--- src/rtl/strap_pkg.sv ---
package strap_pkg;
  typedef enum logic [2:0] {
    PC_GND  = 3'd0,
    PC_VDD  = 3'd1,
    PC_SDA  = 3'd2,
    PC_SCL  = 3'd3,
    PC_NONE = 3'd4
  } pin_class_e;

  typedef enum logic [1:0] {
    PH_IDLE  = 2'd0,
    PH_SHIFT = 2'd1,
    PH_ACK   = 2'd2
  } phase_e;

  // Strap-selected 7-bit address: fixed upper part, low two bits from the class
  function automatic logic [6:0] strap_addr(input logic [4:0] base, input pin_class_e c);
    return {base, c[1:0]};
  endfunction
endpackage

--- src/rtl/strap_sync.sv ---
module strap_sync #(
  parameter int WIDTH   = 3,
  parameter int STAGES  = 2,
  parameter logic [WIDTH-1:0] RST_VAL = '1
) (
  input  logic             clk,
  input  logic             rst,
  input  logic [WIDTH-1:0] din,
  output logic [WIDTH-1:0] dout
);
  logic [STAGES-1:0][WIDTH-1:0] stg;

  always_ff @(posedge clk) begin
    if (rst) stg <= {STAGES{RST_VAL}};
    else     stg <= {stg[STAGES-2:0], din};
  end

  assign dout = stg[STAGES-1];
endmodule

--- src/rtl/strap_bus_events.sv ---
module strap_bus_events (
  input  logic clk,
  input  logic rst,
  input  logic sda,
  input  logic scl,
  output logic start_ev,
  output logic stop_ev,
  output logic scl_rise,
  output logic scl_fall
);
  logic sda_d, scl_d;

  always_ff @(posedge clk) begin
    if (rst) begin
      sda_d <= 1'b1;
      scl_d <= 1'b1;
    end else begin
      sda_d <= sda;
      scl_d <= scl;
    end
  end

  assign start_ev = scl & scl_d & sda_d & ~sda;
  assign stop_ev  = scl & scl_d & ~sda_d & sda;
  assign scl_rise = scl & ~scl_d;
  assign scl_fall = ~scl & scl_d;
endmodule

--- src/rtl/strap_classifier.sv ---
module strap_classifier
  import strap_pkg::*;
(
  input  logic       clk,
  input  logic       rst,
  input  logic       clear,
  input  logic       sample_en,
  input  logic       pin,
  input  logic       sda,
  input  logic       scl,
  output pin_class_e cls
);
  logic follow_sda, follow_scl, split_seen, seen_hi, seen_lo;

  always_ff @(posedge clk) begin
    if (rst || clear) begin
      follow_sda <= 1'b1;
      follow_scl <= 1'b1;
      split_seen <= 1'b0;
      seen_hi    <= 1'b0;
      seen_lo    <= 1'b0;
    end else if (sample_en) begin
      if (pin != sda) follow_sda <= 1'b0;
      if (pin != scl) follow_scl <= 1'b0;
      if (sda != scl) split_seen <= 1'b1;
      if (pin)        seen_hi    <= 1'b1;
      else            seen_lo    <= 1'b1;
    end
  end

  always_comb begin
    if (follow_scl && split_seen)      cls = PC_SCL;
    else if (follow_sda && split_seen) cls = PC_SDA;
    else if (seen_lo && !seen_hi)      cls = PC_GND;
    else if (seen_hi && !seen_lo)      cls = PC_VDD;
    else                               cls = PC_NONE;
  end
endmodule

--- src/rtl/strap_addr_detect.sv ---
module strap_addr_detect
  import strap_pkg::*;
#(
  parameter int         SAMPLE_DLY  = 10,
  parameter int         SYNC_STAGES = 2,
  parameter logic [4:0] ADDR_BASE   = 5'b10010
) (
  input  logic       clk,
  input  logic       rst,
  input  logic       scl_i,
  input  logic       sda_i,
  input  logic       pin_i,
  output logic       sda_oe,
  output logic       addr_hit,
  output logic       addr_rw,
  output logic [2:0] pin_class
);
  localparam int DLY_W = $clog2(SAMPLE_DLY + 1);
  localparam logic [DLY_W-1:0] DLY_LOAD = DLY_W'(SAMPLE_DLY);
  localparam logic [3:0] BYTE_BITS = 4'd8;

  logic       s_pin, s_sda, s_scl;
  logic       start_ev, stop_ev, scl_rise, scl_fall;
  logic       fall_smp, sample_en;
  logic [DLY_W-1:0] dly_cnt;
  logic [3:0] bit_cnt;
  logic [7:0] shreg;
  phase_e     phase;
  pin_class_e cls, cls_q;
  logic       match;

  strap_sync #(.WIDTH(3), .STAGES(SYNC_STAGES), .RST_VAL(3'b111)) u_sync (
    .clk (clk),
    .rst (rst),
    .din ({pin_i, sda_i, scl_i}),
    .dout({s_pin, s_sda, s_scl})
  );

  strap_bus_events u_evt (
    .clk     (clk),
    .rst     (rst),
    .sda     (s_sda),
    .scl     (s_scl),
    .start_ev(start_ev),
    .stop_ev (stop_ev),
    .scl_rise(scl_rise),
    .scl_fall(scl_fall)
  );

  // Delayed sample point after each SCL fall inside the address byte
  always_ff @(posedge clk) begin
    if (rst || start_ev || stop_ev)                          dly_cnt <= '0;
    else if (phase == PH_SHIFT && scl_fall && bit_cnt != BYTE_BITS) dly_cnt <= DLY_LOAD;
    else if (dly_cnt != '0)                                  dly_cnt <= dly_cnt - 1'b1;
  end

  assign fall_smp  = (dly_cnt == DLY_W'(1));
  assign sample_en = (phase == PH_SHIFT) && (bit_cnt != BYTE_BITS || fall_smp)
                     && ((scl_rise && bit_cnt != BYTE_BITS) || fall_smp);

  strap_classifier u_cls (
    .clk      (clk),
    .rst      (rst),
    .clear    (start_ev),
    .sample_en(sample_en),
    .pin      (s_pin),
    .sda      (s_sda),
    .scl      (s_scl),
    .cls      (cls)
  );

  assign match = (cls != PC_NONE) && (shreg[7:1] == strap_addr(ADDR_BASE, cls));

  always_ff @(posedge clk) begin
    if (rst) begin
      phase    <= PH_IDLE;
      bit_cnt  <= '0;
      shreg    <= '0;
      sda_oe   <= 1'b0;
      addr_hit <= 1'b0;
      addr_rw  <= 1'b0;
      cls_q    <= PC_NONE;
    end else begin
      addr_hit <= 1'b0;
      if (start_ev) begin
        phase   <= PH_SHIFT;
        bit_cnt <= '0;
        sda_oe  <= 1'b0;
      end else if (stop_ev) begin
        phase   <= PH_IDLE;
        sda_oe  <= 1'b0;
      end else begin
        case (phase)
          PH_SHIFT: begin
            if (scl_rise && bit_cnt != BYTE_BITS) begin
              shreg   <= {shreg[6:0], s_sda};
              bit_cnt <= bit_cnt + 1'b1;
            end else if (scl_fall && bit_cnt == BYTE_BITS) begin
              cls_q <= cls;
              if (match) begin
                phase    <= PH_ACK;
                sda_oe   <= 1'b1;
                addr_hit <= 1'b1;
                addr_rw  <= shreg[0];
              end else begin
                phase <= PH_IDLE;
              end
            end
          end
          PH_ACK: begin
            if (scl_fall) begin
              sda_oe <= 1'b0;
              phase  <= PH_IDLE;
            end
          end
          default: ;
        endcase
      end
    end
  end

  assign pin_class = cls_q;
endmodule

--- config.mk ---
export PLATFORM = sky130hd
export DESIGN_NAME = strap_addr_detect
export DESIGN_NICKNAME = d
export VERILOG_FILES = /design/src/rtl/strap_pkg.sv /design/src/rtl/strap_sync.sv /design/src/rtl/strap_bus_events.sv /design/src/rtl/strap_classifier.sv /design/src/rtl/strap_addr_detect.sv
export SDC_FILE = /design/constraint.sdc
export NUM_CORES = 1
export LEC_CHECK = 0
export ABC_CLOCK_PERIOD_IN_PS = 2250
export BUFFER_PORTS_ARGS = -buffer_cell sky130_fd_sc_hd__buf_2
export CORE_ASPECT_RATIO = 1.2
export CORE_UTILIZATION = 35
export CTS_BUF_LIST = sky130_fd_sc_hd__clkbuf_16
export DETAILED_ROUTE_END_ITERATION = 12
export SLEW_MARGIN = 15
export SYNTH_ARGS = -nofsm -noshare
export SYNTH_HDL_FRONTEND = slang
export SYNTH_HIERARCHICAL = 1
export SYNTH_SLANG_ARGS = --single-unit
--- constraint.sdc ---
create_clock -name clk -period 2.25 [get_ports clk]
set_clock_uncertainty 0.1 [all_clocks]
set_input_delay 0.45 -clock clk [delete_from_list [all_inputs] [get_ports clk]]
set_output_delay 0.45 -clock clk [all_outputs]
set_load 0.05 [all_outputs]
==> metrics.cfg <==
[run_status]
status = finished clean

[power]
p_leak_nw = 0.729
p_int_mw = 1.09
clkPwrFrac_pct = 48.4
comb_power_share_pct = 3.5
finalPower_mw = 1.39
switching_share_pct = 21.8
ir_worst_vdd_mv = 0.385
sequentialPowerShare_pct = 48.1
p_sw_mw = 0.302
p_per_area_mw_per_mm2 = 732

[routing]
via_per_inst = 4.95
drt-total-wl_um = 2960
ant_nets = 0
vias = 1209
drt_drc_violations_left = 0
dr.pass1.iters = 8
detail_route.wl_per_cell_um = 12.1
initialDrtViolationCount = 44

[grt]
grt_max_degree = 29
first_global_vias = 1226
grt_first_pass_wirelength_um = 5420
gr-total-overflow = 0
antenna_found_initial = 0
grt.total_usage_pct = 14.1

[final_layout]
postLayoutCoreUtil_pct = 41.6
finalNetCount = 195
syn_to_final_growth_pct = 14.1
fin_area_mm2 = 0.00190
final_common_cell = dfxtp_1
drive_gt1_share_pct = 14.5
final_cell_mix = dfxtp_1 (37), nor2_1 (20), mux2i_1 (13)
diodes = 0

[clocking]
cts.clk_slew.worst_paths_ns = 0.05
clock_latency_ns = 0.28
clockBufferDepth = 2
cts_setup_buffers = 0
cts-htree-levels = 2
cts_buffers = 5
clockRootBuffer = clkbuf_16
holdBufCountCts = 0
cts_tree = done
clock_sinks = 37
cts-resized-gates = 0

[synthesis]
syn_area_per_cell_um2 = 9.61
synth_edf_count = 0
ys.flop_type = dfxtp_1
syn_area_mm2 = 0.00166
ys_seq_elements = 37
syn_inst = 173
ys_seq_area_share_pct = 44.5
yosysWarnings = 6
syn-num-nets = 183
async_reset_ff_share_pct = 0
ys_types = 42

[setup_path]
end_kind = flop
critPathMaxFanout = 10
cp.arrival_ns = 2.02
slowest_stage = ha_1
startpoint_type = flop
crit_path_max_incr_delay_ns = 0.40
crit_path_cell_trace = inv_1, ha_1, nand2_1, o22a_2, nor3b_1, mux2i_1
crit_type = flop to flop
required_ns = 2.36

[sta]
min_period_over_period_pct = 84.8
fin_setup_tns_ns = 0
finalCriticalPeriod_ns = 1.91
setup_viol = 0
fmax_mhz = 524
tightest_slew_ns = 0.457
drv_slew = 0
rsz0062_at_grt = no
hold_viol = 0
fin_hold_ws_ns = 0.250
relSlewSlack_pct = 69.1

[die]
die_w_um = 64.9
dieArea_mm2 = 0.00503
core_mm2 = 0.00456
rows = 27
die_h_um = 77.5
start_util_pct = 36.5
io_pins = 11

[job]
maxCapViolations = 0

[min_path]
min_path_type = input pin to flop

[placement]
placed_cell_area_mm2 = 0.00176
hpwl_um = 2130
portBuffers = 10
gp_congestion = 0.707

[cells by family after synthesis]
| logic type | count (synthesis) | synth area share (%) |
|---|---|---|
| AND/OR/NAND/NOR | 70 | 26.2 |
| buffers and inverters | 16 | 4.52 |
| XOR/XNOR | 5 | 2.63 |
| AO/OA/AOI/OAI | 27 | 10.5 |
| flip-flops | 37 | 44.5 |
| adder cells (fa/ha/maj) | 5 | 3.76 |
| multiplexers | 13 | 7.83 |
[synthesized netlist by cell type, types with 2 or more instances]
cell type  number  area, um2
xor2_1          3       26.3
xnor2_1         2       17.5
clkbuf_1        2       7.51
mux2i_1        13        130
nor2_1         20       75.1
o21ai_0         5       25.0
and4b_1         2       20.0
nand2_1         8       30.0
or3_1           3       18.8
a22o_1          2       17.5
ha_1            5       62.6
or2_1           9       56.3
a21oi_1        10       50.1
nand2b_1        3       18.8
buf_4           4       30.0
nand3_1         3       15.0
nor3_1          5       25.0
inv_1          10       37.5
dfxtp_1        37        741
nor2b_1         5       31.3
[final timing paths]
kind	startpoint	end	slack [ns]	cells past startpoint
max	phase[1]$_SDFFE_PP0P_	sda_oe$_SDFFE_PP0P_	0.34	6
min	scl_i	u_sync/stg[0]$_SDFF_PP1_	0.25	2
max reg2reg	phase[1]$_SDFFE_PP0P_	sda_oe$_SDFFE_PP0P_	0.34	6
min reg2reg	u_sync/stg[2]$_SDFF_PP1_	u_sync/dout[2]$_SDFF_PP1_	0.31	1
[flip-flops by register name (all words and copies together) (netlist names)]
signal	count
u_cls/seen_hi	1
dly_cnt	4
shreg	8
pin_class	3
addr_hit	1
addr_rw	1
u_sync/stg	3
u_evt/scl_d	1
u_sync/dout	3
phase	2
bit_cnt	4
sda_oe	1
u_evt/sda_d	1
u_cls/follow_scl	1
u_cls/seen_lo	1
u_cls/split_seen	1
u_cls/follow_sda	1
[routing by layer]
metal  global-route usage, %  routed length (um)  up-vias
met5                       0                   0        -
met1                    17.1                1480      569
met2                    22.0                1340       17
li1                        -                   -      618
met4                    7.33                  45        0
met3                    4.41                  95        5
[area by class of cell]
type                            instances  area [um2]
Clock buffer                            5         125
Clock inverter                          3        17.5
Fill cell                             456        2660
Inverter                               10        37.5
Multi-Input combinational cell        120         847
Sequential cell                        37         741
Tap cell                               58        72.6
Timing Repair Buffer                   11        57.6
[worst max-delay path, delay by kind of cell (launching register included)]
family	cells	cell delay, ns
buf+inv	1	0.06
simple gates	2	0.48
mux	1	0.21
flops	1	0.33
compound gates	1	0.27
fa+ha+maj	1	0.40
[power by group through the flow]
stage / logic (mW) / clock network [mW] / registers [mW]
final: 0.0489 / 0.672 / 0.669
after global routing: 0.0550 / 0.719 / 0.670
after CTS: 0.0494 / 0.688 / 0.669
after detailed placement: 0.0491 / 0 / 0.683
after global placement: 0.0491 / 0 / 0.683
after floorplan: 0.0392 / 0 / 0.679
[through the flow]
step	worst slack, ns	std cells
4_1_cts	0.340	244
3_5_place_dp	0.375	236
2_1_floorplan	0.567	173
5_1_grt	0.229	244
3_3_place_gp	0.372	236
6_report	0.341	244
Note: power is estimated with default switching activity, not from simulation.
